<file path="src/rtl/dt_pkg.sv">
package dt_pkg;
  typedef enum logic [1:0] {SLOT_FREE, SLOT_WAIT, SLOT_ISSUED} slot_e;
  localparam logic [1:0] KIND_NONE  = 2'd0;
  localparam logic [1:0] KIND_RD    = 2'd1;
  localparam logic [1:0] KIND_WR    = 2'd2;
  localparam logic [1:0] KIND_RDWR  = 2'd3;
endpackage

</file>
<file path="src/rtl/dt_lowest.sv">
module dt_lowest #(
  parameter int N = 16,
  parameter int W = 4
) (
  input  logic [N-1:0] req,
  output logic         found,
  output logic [W-1:0] idx
);
  always_comb begin
    found = 1'b0;
    idx   = '0;
    for (int i = N - 1; i >= 0; i--) begin
      if (req[i]) begin
        found = 1'b1;
        idx   = W'(i);
      end
    end
  end
endmodule

</file>
<file path="src/rtl/dt_version_table.sv">
module dt_version_table #(
  parameter int ADDR_W = 16,
  parameter int DEPTH  = 16,
  parameter int NOPS   = 3,
  parameter int ID_W   = 4
) (
  input  logic                             clk,
  input  logic                             rst_n,
  input  logic [NOPS-1:0][ADDR_W-1:0]      lk_addr,
  output logic [NOPS-1:0]                  lk_hit,
  output logic [NOPS-1:0][ID_W-1:0]        lk_prod,
  input  logic                             wr_en,
  input  logic [NOPS-1:0]                  wr_op,
  input  logic [ID_W-1:0]                  wr_id,
  input  logic                             rel_en,
  input  logic [ID_W-1:0]                  rel_id,
  input  logic [ADDR_W-1:0]                q_addr,
  output logic                             q_busy,
  output logic                             room
);
  localparam int IW = $clog2(DEPTH);

  logic [DEPTH-1:0]             e_v, n_v, avail;
  logic [DEPTH-1:0][ADDR_W-1:0] e_addr, n_addr;
  logic [DEPTH-1:0][ID_W-1:0]   e_prod, n_prod;
  logic [NOPS-1:0][IW-1:0]      lk_idx;
  logic [DEPTH-1:0]             qmatch;
  logic                         alloc_got;
  int unsigned                  free_cnt;

  always_comb begin
    for (int o = 0; o < NOPS; o++) begin
      lk_hit[o]  = 1'b0;
      lk_prod[o] = '0;
      lk_idx[o]  = '0;
      for (int e = 0; e < DEPTH; e++) begin
        if (e_v[e] && e_addr[e] == lk_addr[o]) begin
          lk_hit[o]  = 1'b1;
          lk_prod[o] = e_prod[e];
          lk_idx[o]  = IW'(e);
        end
      end
    end
  end

  always_comb begin
    free_cnt = 0;
    for (int e = 0; e < DEPTH; e++) begin
      qmatch[e] = e_v[e] && (e_addr[e] == q_addr);
      if (!e_v[e]) free_cnt = free_cnt + 1;
    end
  end
  assign q_busy = |qmatch;
  assign room   = (free_cnt >= NOPS);

  always_comb begin
    n_v       = e_v;
    n_addr    = e_addr;
    n_prod    = e_prod;
    avail     = ~e_v;
    alloc_got = 1'b0;
    if (rel_en) begin
      for (int e = 0; e < DEPTH; e++) begin
        if (e_v[e] && e_prod[e] == rel_id) n_v[e] = 1'b0;
      end
    end
    if (wr_en) begin
      for (int o = 0; o < NOPS; o++) begin
        if (wr_op[o]) begin
          if (lk_hit[o]) begin
            n_v[lk_idx[o]]    = 1'b1;
            n_prod[lk_idx[o]] = wr_id;
          end else begin
            alloc_got = 1'b0;
            for (int e = 0; e < DEPTH; e++) begin
              if (!alloc_got && avail[e]) begin
                alloc_got = 1'b1;
                avail[e]  = 1'b0;
                n_v[e]    = 1'b1;
                n_addr[e] = lk_addr[o];
                n_prod[e] = wr_id;
              end
            end
          end
        end
      end
    end
  end

  always_ff @(posedge clk) begin
    if (!rst_n) begin
      e_v    <= '0;
      e_addr <= '0;
      e_prod <= '0;
    end else begin
      e_v    <= n_v;
      e_addr <= n_addr;
      e_prod <= n_prod;
    end
  end

  AST_ONE_VERSION: assert property (@(posedge clk) disable iff (!rst_n)
    $countones(qmatch) <= 1);
  AST_WRITE_HAS_ROOM: assert property (@(posedge clk) disable iff (!rst_n)
    wr_en |-> room);
endmodule

</file>
<file path="src/rtl/dt_station.sv">
module dt_station
  import dt_pkg::*;
#(
  parameter int DEPTH = 16,
  parameter int ID_W  = 4
) (
  input  logic             clk,
  input  logic             rst_n,
  input  logic             ins_en,
  input  logic [DEPTH-1:0] ins_mask,
  input  logic             rel_en,
  input  logic [ID_W-1:0]  rel_id,
  input  logic             disp_ready,
  output logic             has_free,
  output logic [ID_W-1:0]  free_id,
  output logic             disp_valid,
  output logic [ID_W-1:0]  disp_id
);
  slot_e                       st [DEPTH];
  logic [DEPTH-1:0][DEPTH-1:0] wmask;
  logic [DEPTH-1:0]            free_req, rdy_req;
  logic                        rdy_found, hold_v, fire;
  logic [ID_W-1:0]             rdy_idx, hold_id;

  always_comb begin
    for (int i = 0; i < DEPTH; i++) begin
      free_req[i] = (st[i] == SLOT_FREE);
      rdy_req[i]  = (st[i] == SLOT_WAIT) && (wmask[i] == '0);
    end
  end

  dt_lowest #(.N(DEPTH), .W(ID_W)) i_free_pick (
    .req(free_req), .found(has_free), .idx(free_id));
  dt_lowest #(.N(DEPTH), .W(ID_W)) i_rdy_pick (
    .req(rdy_req), .found(rdy_found), .idx(rdy_idx));

  assign disp_valid = hold_v | rdy_found;
  assign disp_id    = hold_v ? hold_id : rdy_idx;
  assign fire       = disp_valid && disp_ready;

  always_ff @(posedge clk) begin
    if (!rst_n) begin
      for (int i = 0; i < DEPTH; i++) st[i] <= SLOT_FREE;
      wmask   <= '0;
      hold_v  <= 1'b0;
      hold_id <= '0;
    end else begin
      for (int i = 0; i < DEPTH; i++) begin
        if (ins_en && free_id == ID_W'(i)) begin
          st[i]    <= SLOT_WAIT;
          wmask[i] <= ins_mask;
        end else begin
          if (rel_en) wmask[i][rel_id] <= 1'b0;
          if (rel_en && rel_id == ID_W'(i)) st[i] <= SLOT_FREE;
          else if (fire && disp_id == ID_W'(i)) st[i] <= SLOT_ISSUED;
        end
      end
      hold_v  <= disp_valid && !disp_ready;
      hold_id <= disp_id;
    end
  end

  AST_OFFER_STABLE: assert property (@(posedge clk) disable iff (!rst_n)
    disp_valid && !disp_ready |=> disp_valid && disp_id == $past(disp_id));
  AST_OFFER_DEPS_DONE: assert property (@(posedge clk) disable iff (!rst_n)
    disp_valid |-> st[disp_id] == SLOT_WAIT && wmask[disp_id] == '0);
  AST_RETIRE_ISSUED: assert property (@(posedge clk) disable iff (!rst_n)
    rel_en |-> st[rel_id] == SLOT_ISSUED);
  AST_INSERT_FREE: assert property (@(posedge clk) disable iff (!rst_n)
    ins_en |-> st[free_id] == SLOT_FREE);
endmodule

</file>
<file path="src/rtl/dt_task_tracker.sv">
module dt_task_tracker #(
  parameter int ADDR_W    = 16,
  parameter int NOPS      = 3,
  parameter int SLOTS     = 16,
  parameter int TBL_DEPTH = 16,
  localparam int ID_W     = $clog2(SLOTS)
) (
  input  logic                   clk,
  input  logic                   rst_n,
  input  logic                   dec_valid,
  output logic                   dec_ready,
  input  logic [NOPS*ADDR_W-1:0] dec_addr,
  input  logic [2*NOPS-1:0]      dec_kind,
  output logic [ID_W-1:0]        dec_id,
  output logic                   disp_valid,
  input  logic                   disp_ready,
  output logic [ID_W-1:0]        disp_id,
  input  logic                   done_valid,
  input  logic [ID_W-1:0]        done_id,
  input  logic [ADDR_W-1:0]      wq_addr,
  output logic                   wq_ready
);
  logic [NOPS-1:0][ADDR_W-1:0] op_addr;
  logic [NOPS-1:0]             op_rd, op_wr, lk_hit;
  logic [NOPS-1:0][ID_W-1:0]   lk_prod;
  logic [SLOTS-1:0]            dmask;
  logic                        has_free, room, accept, q_busy;

  assign op_addr = dec_addr;
  for (genvar o = 0; o < NOPS; o++) begin : g_kind
    assign op_rd[o] = dec_kind[2*o];
    assign op_wr[o] = dec_kind[2*o+1];
  end

  assign dec_ready = has_free && room;
  assign accept    = dec_valid && dec_ready;
  assign wq_ready  = !q_busy;

  always_comb begin
    dmask = '0;
    for (int o = 0; o < NOPS; o++) begin
      if (op_rd[o] && lk_hit[o] && !(done_valid && lk_prod[o] == done_id))
        dmask[lk_prod[o]] = 1'b1;
    end
  end

  dt_version_table #(.ADDR_W(ADDR_W), .DEPTH(TBL_DEPTH), .NOPS(NOPS), .ID_W(ID_W)) i_table (
    .clk(clk), .rst_n(rst_n),
    .lk_addr(op_addr), .lk_hit(lk_hit), .lk_prod(lk_prod),
    .wr_en(accept), .wr_op(op_wr), .wr_id(dec_id),
    .rel_en(done_valid), .rel_id(done_id),
    .q_addr(wq_addr), .q_busy(q_busy), .room(room));

  dt_station #(.DEPTH(SLOTS), .ID_W(ID_W)) i_station (
    .clk(clk), .rst_n(rst_n),
    .ins_en(accept), .ins_mask(dmask),
    .rel_en(done_valid), .rel_id(done_id),
    .disp_ready(disp_ready),
    .has_free(has_free), .free_id(dec_id),
    .disp_valid(disp_valid), .disp_id(disp_id));

  AST_NO_SELF_WAIT: assert property (@(posedge clk) disable iff (!rst_n)
    accept |-> !dmask[dec_id]);
  AST_DONE_CLEARS_QUERY: assert property (@(posedge clk) disable iff (!rst_n)
    done_valid && !accept && lk_hit[0] && lk_prod[0] == done_id
      |=> $stable(op_addr[0]) |-> !lk_hit[0]);
endmodule

</file>
<file path="config.mk">
export PLATFORM = sky130hd
export DESIGN_NAME = dt_task_tracker
export DESIGN_NICKNAME = d
export VERILOG_FILES = /design/src/rtl/dt_pkg.sv /design/src/rtl/dt_lowest.sv /design/src/rtl/dt_version_table.sv /design/src/rtl/dt_station.sv /design/src/rtl/dt_task_tracker.sv
export SDC_FILE = /design/constraint.sdc
export NUM_CORES = 2
export LEC_CHECK = 0
export BUFFER_PORTS_ARGS = -buffer_cell sky130_fd_sc_hd__buf_4
export CORE_ASPECT_RATIO = 1.75
export CORE_MARGIN = 10
export CORE_UTILIZATION = 45
export DETAILED_ROUTE_END_ITERATION = 12
export PLACE_DENSITY = 0.68
export SLEW_MARGIN = 20
export SYNTH_ARGS = -nofsm -noshare
export SYNTH_HDL_FRONTEND = slang
export SYNTH_HIERARCHICAL = 1
export SYNTH_SLANG_ARGS = --single-unit
</file>
<file path="constraint.sdc">
create_clock -name clk -period 8.95 [get_ports clk]
set_input_delay 0.895 -clock clk [delete_from_list [all_inputs] [get_ports clk]]
set_output_delay 0.895 -clock clk [all_outputs]
set_load 0.1 [all_outputs]
</file>
# Yosys cells after proc, flatten, opt, wreduce, memory -nomap -nowiden
# Memory sizes are Yosys's and may differ from the RTL's.
# Index checks and enable logic that the tools add are counted.
dict set report totals {
  reg_bits 597
  mem_bits_rw 32
  input_bits 79
  output_inout_bits 11
  word_cells 1530
  n_memories 1
}
dict set report classes {
  addsub 15
  order_cmp 15
  n_eq_ne 144
  n_mux 921
  n_bitwise 72
  n_reduce_logical 311
}
# memory depth word_bits read_ports rd_clocked_by_memory_dff wr line
set mem_list {}
lappend mem_list {i_station.st 16 2 16 0 16 dt_station.sv:19} ;# slot_e st [DEPTH];
# op n
set op_table {}
lappend op_table {{$mux W16} 99}
lappend op_table {{$mux W256} 6}
lappend op_table {{$eq A16 B16 Y1} 64}
lappend op_table {{$mux W4} 156}
lappend op_table {{$mux W1} 558}
lappend op_table {{$mux W64} 8}
lappend op_table {{$mux W32} 15}
lappend op_table {{$add A32 B1 Y32 const B} 14}
lappend op_table {{$and A16 B16 Y16} 16}
lappend op_table {{$logic_not A16 Y1} 16}
lappend op_table {{$logic_and A1 B1 Y1} 209}
lappend op_table {{$bwmux W64} 3}
lappend op_table {{$mux W2} 54}
lappend op_table {{$eq A4 B4 Y1 const B} 24}
lappend op_table {{$or A16 B16 Y16} 5}
lappend op_table {{$eq A4 B4 Y1} 19}
lappend op_table {{$logic_not A1 Y1} 50}
lappend op_table {{$or A1 B1 Y1} 49}
lappend op_table {{$demux W4 S4} 3}
lappend op_table {{$eq A4 B3 Y1 const B} 12}
lappend op_table {{$mux W3} 12}
lappend op_table {{$lt A4 B5 Y1 const B} 7}
lappend op_table {{$eq A2 B1 Y1 const B} 16}
lappend op_table {{$ge A32 B2 Y1 const B} 1}
lappend op_table {{other kinds (10)} 62}

# Depth between registers and ports, before layout
dict set report depth {
  word_depth 313
  depth_mapped 50
}

# By module
# The synthesis kept the hierarchy.
# mod instances cells_per_inst area_per_inst_um2 seq_area_each_um2
set modules_own_cells {}
lappend modules_own_cells {dt_version_table 1 5435 40422.5 6726.5}
lappend modules_own_cells {dt_station 1 1182 12116.6 6185.9}
lappend modules_own_cells {dt_task_tracker 1 92 598.1 0.0}
lappend modules_own_cells {dt_lowest 2 33 178.9 0.0}

# Worst setup path before layout
# Ideal clock, no wire load.
dict set report synth_timing {
  path_type {reg2reg}
  from {register i_table.e_v[1]}
  to {memory i_station/st[1][8] in the netlist's numbering, enable pin}
  setup_ns 0.325
  arrival_time_ns 9.530
  required_ns 8.625
  path_slack_ns -0.906
  path_stages_with_launch 51
  period_less_slack_ns 9.856
  cell_sequence {dfxtp_1 > buf_2 > inv_1 > ha_1 > clkbuf_1 > mux2_2 > or3_1 > and2_1 > ha_1 > nor2b_1 > a21oi_1 > inv_1 > ha_1 > nor2_1 > nor2_1 > ha_1 > nand2_1 > o21ai_0 > [15 not listed] > nor2_1 > a21oi_1 > ha_1 > mux2_2 > ha_1 > nor2b_1 > xor2_1 > xnor2_1 > or2_0 > a21oi_1 > o2111ai_1 > and3_1 > nand3_1 > clkbuf_1 > or2_1 > clkbuf_1 > buf_2 > o2111ai_1}
}
# element line
set synth_rtl {}
lappend synth_rtl {{start: declaration} dt_version_table.sv:23} ;# logic [DEPTH-1:0] e_v, n_v, avail;
lappend synth_rtl {{start signal: assignment} dt_version_table.sv:96} ;# e_v <= n_v;
lappend synth_rtl {{end: declaration} dt_station.sv:19}

# Worst setup path after layout
dict set report layout_timing {
  from {register i_table.e_v[1]}
  to {output dec_ready}
}
dict set report layout_between {
  elab_chain_cells 31
}
# element line
set layout_lines {}
lappend layout_lines {{$mux W32 (*)} dt_version_table.sv:50} ;# if (!e_v[e]) free_cnt = free_cnt + 1;
lappend layout_lines {{$add A32 B1 Y32} dt_version_table.sv:50}
lappend layout_lines {{$mux W32 (*)} dt_version_table.sv:50}
lappend layout_lines {{$add A32 B1 Y32} dt_version_table.sv:50}
lappend layout_lines {{$mux W32 (*)} dt_version_table.sv:50}
lappend layout_lines {{$add A32 B1 Y32} dt_version_table.sv:50}
lappend layout_lines {{$mux W32 (*)} dt_version_table.sv:50}
lappend layout_lines {{$add A32 B1 Y32} dt_version_table.sv:50}
lappend layout_lines {{[16 not listed]} --}
lappend layout_lines {{$mux W32 (*)} dt_version_table.sv:50}
lappend layout_lines {{$add A32 B1 Y32} dt_version_table.sv:50}
lappend layout_lines {{$mux W32 (*)} dt_version_table.sv:50}
lappend layout_lines {{$add A32 B1 Y32} dt_version_table.sv:50}
lappend layout_lines {{$mux W32 (*)} dt_version_table.sv:50}
lappend layout_lines {{$ge A32 B2 Y1 (*)} dt_version_table.sv:54} ;# assign room = (free_cnt >= NOPS);
lappend layout_lines {{net room} dt_task_tracker.sv:27} ;# logic has_free, room, accept, q_busy;
lappend layout_lines {{$logic_and A1 B1 Y1 (*)} dt_task_tracker.sv:35} ;# assign dec_ready = has_free && room;
lappend layout_lines {{end: declaration} dt_task_tracker.sv:11} ;# output logic dec_ready,
# Mark *: on every way through the listed nets, which the timed path passes. The rest lies on a longest branch.

==> results.md <==
- First-pass GRT wire length: 390,000 um
- Critical Path Start Type: flop
- Ports: 90
- NumNets Final: 6,573
- Gp weighted congestion: 1.06
- Post-Syn Area per Cell: 7.90 um2
- Antenna violations before repair: 24
- Root Buffer: clkbuf_16
- TritonCTS clock tree: built
- Num CTS Buffers: 68
- Pin count of the biggest net entering global routing: 115
- Final worst slack: -0.992 ns
- Cell Area, Synth: 53,500 um2
- Latest clock arrival within the worst-skew pair: 0.72 ns
- First drt pass iteration count: 9
- CP required: 8.06 ns
- Port buffer count: 89
- Post-Syn Instances: 6,775
- Total negative setup slack: -287.34 ns
- Worst Setup End Kind: primary output
- DR vias: 58,127
- Worst Path Max Fanout: 5
- Clock Tree Buf Depth: 3
- Row count: 167
- Die width: 281 um
- Asr flop ratio synth: 0%
- Hold Slack: 0.429 ns
- ANT nets after route: 0
- Max H-tree Level: 3
- Final period util: 111%
- WL final: 282,000 um
- GRT Residual Overflow: 0
- Max Clock Skew: 0.0534 ns
- Die Y: 476 um
- Number of synthesized flops with an enable pin: 32
- Critical path class: flop to primary output
- Synth Flop Type: dfxtp_1
- Initial Utilization: 45.2%
- Die Area: 134,000 um2
- DP Wirelength: 173,000 um
- Top cell by count, worst path: ha_4
- CP max stage cell: or3_4
- Worst path arrival time: 9.05 ns
- Library cells used by synthesis: 118
- Post-synthesis sequential area ratio: 24.1%
- Max-cap viol count: 0
- Area Growth Syn to Fin: 18.0%
- Vias per cell: 7.22
- Final slew viol count: 52
- RSZ-0062 raised after global routing: true
- R2R Setup Slk: -0.56 ns
- Hold Path Class: input port to flop
- Yosys reg bits: 629
- Synth warn: 6
- Total clock sinks: 629
- Proportion of layout cells with a drive suffix above 1: 19.4%
- Crit path largest cell delay: 0.39 ns
- Failing checks: slew limit, setup timing
- # DRC: 0
- Vias in the first global route: 55,570
- Syn nets: 6,871
- Initial DRC count: 8,304
- CTS clk-pin slew, worst paths: 0.06 ns
- Final setup vio count: 657
- Min Tclk post-route: 9.94 ns
- Core area: 118,000 um2
- FMAX: 0.101 GHz
- Relative slew slack: -5.43%
- Total Routing Usage GR: 39.5%
- Status: finished with violations
- FILL cells: 10,664
- Routed len/inst: 35.0 um
- Final count of hold timing violations: 0
- Worst slew pin tran: 1.58 ns
==> registers in the layout, summed over array words and instances, names as in the netlist <==
name and cells:
i_station/wmask 256, i_table/e_addr 256, i_table/e_prod 64, i_station/st 32
i_table/e_v 16, i_station/hold_id 4, i_station/hold_v 1
==> per-stage QoR <==
stage	util [%]	setup slack [ns]	cells	area, um2
after floorplan	-	-0.455	6775	54100
after global placement	46.4	-1.39	7756	54800
after detailed placement	46.4	-1.18	7756	54800
after CTS	51.2	-0.923	7989	60500
after global routing	53.4	-1.19	8048	63100
final	53.4	-0.992	8056	63100
==> path summary, 6_finish.rpt <==
check,start,end,depth (start not counted)
setup / recovery,i_table/e_v[1],dec_ready,44
hold / removal,disp_ready,i_station/hold_v,2
setup reg to reg,i_table/e_v[1],i_table/e_prod[37],55
hold reg to reg,i_table/e_v[12],i_table/e_v[12],2
==> worst max-delay path: cells and delay by family, from the launching register on <==
kind            cells  cell delay [ns]
compound gates      9             1.57
fa+ha+maj          12             2.99
buf+inv             8             0.96
flops               1             0.38
mux                 4             1.00
simple gates       11             1.44
==> Yosys cell counts (83+ instances only) <==
cell	number	area (um2)
xnor2_1	700	6130
dfxtp_1	597	12000
clkbuf_1	586	2200
nor2_1	547	2050
mux2i_1	485	4850
xor2_1	440	3850
nand2_1	373	1400
a21oi_1	372	1860
o21ai_0	337	1690
nor3_1	260	1300
buf_2	192	961
nand4_1	178	1110
a211oi_1	177	1330
a41o_1	176	1760
nor4_1	173	1080
nand3_1	102	510
a32o_1	83	831
==> routing by layer <==
layer | GRT usage, % | vias up | wire, um
li1 | - | 23620 | -
met1 | 39.9 | 27281 | 85800
met2 | 58.8 | 4938 | 119000
met3 | 17.3 | 2252 | 40700
met4 | 40.0 | 36 | 36300
met5 | 0 | - | 244
==> final cells by class <==
cell class                      count  area (um2)  area share [%]
Clock inverter                     30         432           0.684
Sequential cell                   629       12900            20.5
Multi-Input combinational cell   5147       38900            61.6
Clock buffer                       89        1920            3.04
Inverter                           75         299           0.474
Tap cell                         1521        1900            3.01
Antenna cell                        9        22.5          0.0357
Timing Repair Buffer              556        6760            10.7
==> cells by family after synthesis <==
| family | count (synthesis) | share of synthesized area (%) |
|---|---|---|
| compound gates | 1531 | 20.0 |
| xor+xnor | 1145 | 18.8 |
| fa+ha+maj | 19 | 0.435 |
| buf+inv | 1001 | 8.52 |
| flops | 629 | 24.1 |
| mux | 540 | 10.2 |
| simple gates | 1910 | 17.9 |
==> placed cells by master (no fill, tap or decap), types with 98 or more instances in the layout <==
master	netlist	final
a211oi_1	177	101
a21oi_1	372	311
a41o_1	176	176
buf_4	43	345
dfxtp_1	597	595
mux2i_1	485	484
nand2_1	373	358
nand3_1	102	98
nand4_1	178	178
nor2_1	547	465
nor3_1	260	222
nor4_1	173	169
o21ai_0	337	237
xnor2_1	700	697
xor2_1	440	439
==> timing repair <==
action	CTS	global route
hold buffers	0	0
cloned	53	39
endpoints found under the setup margin	657	657
pin swaps	129	121
resized for setup	418	407
buffers inserted	63	32
Power is left out: the tool's default activity adds up to more than one toggle a clock period on the data nets, which glitch-free logic cannot reach.
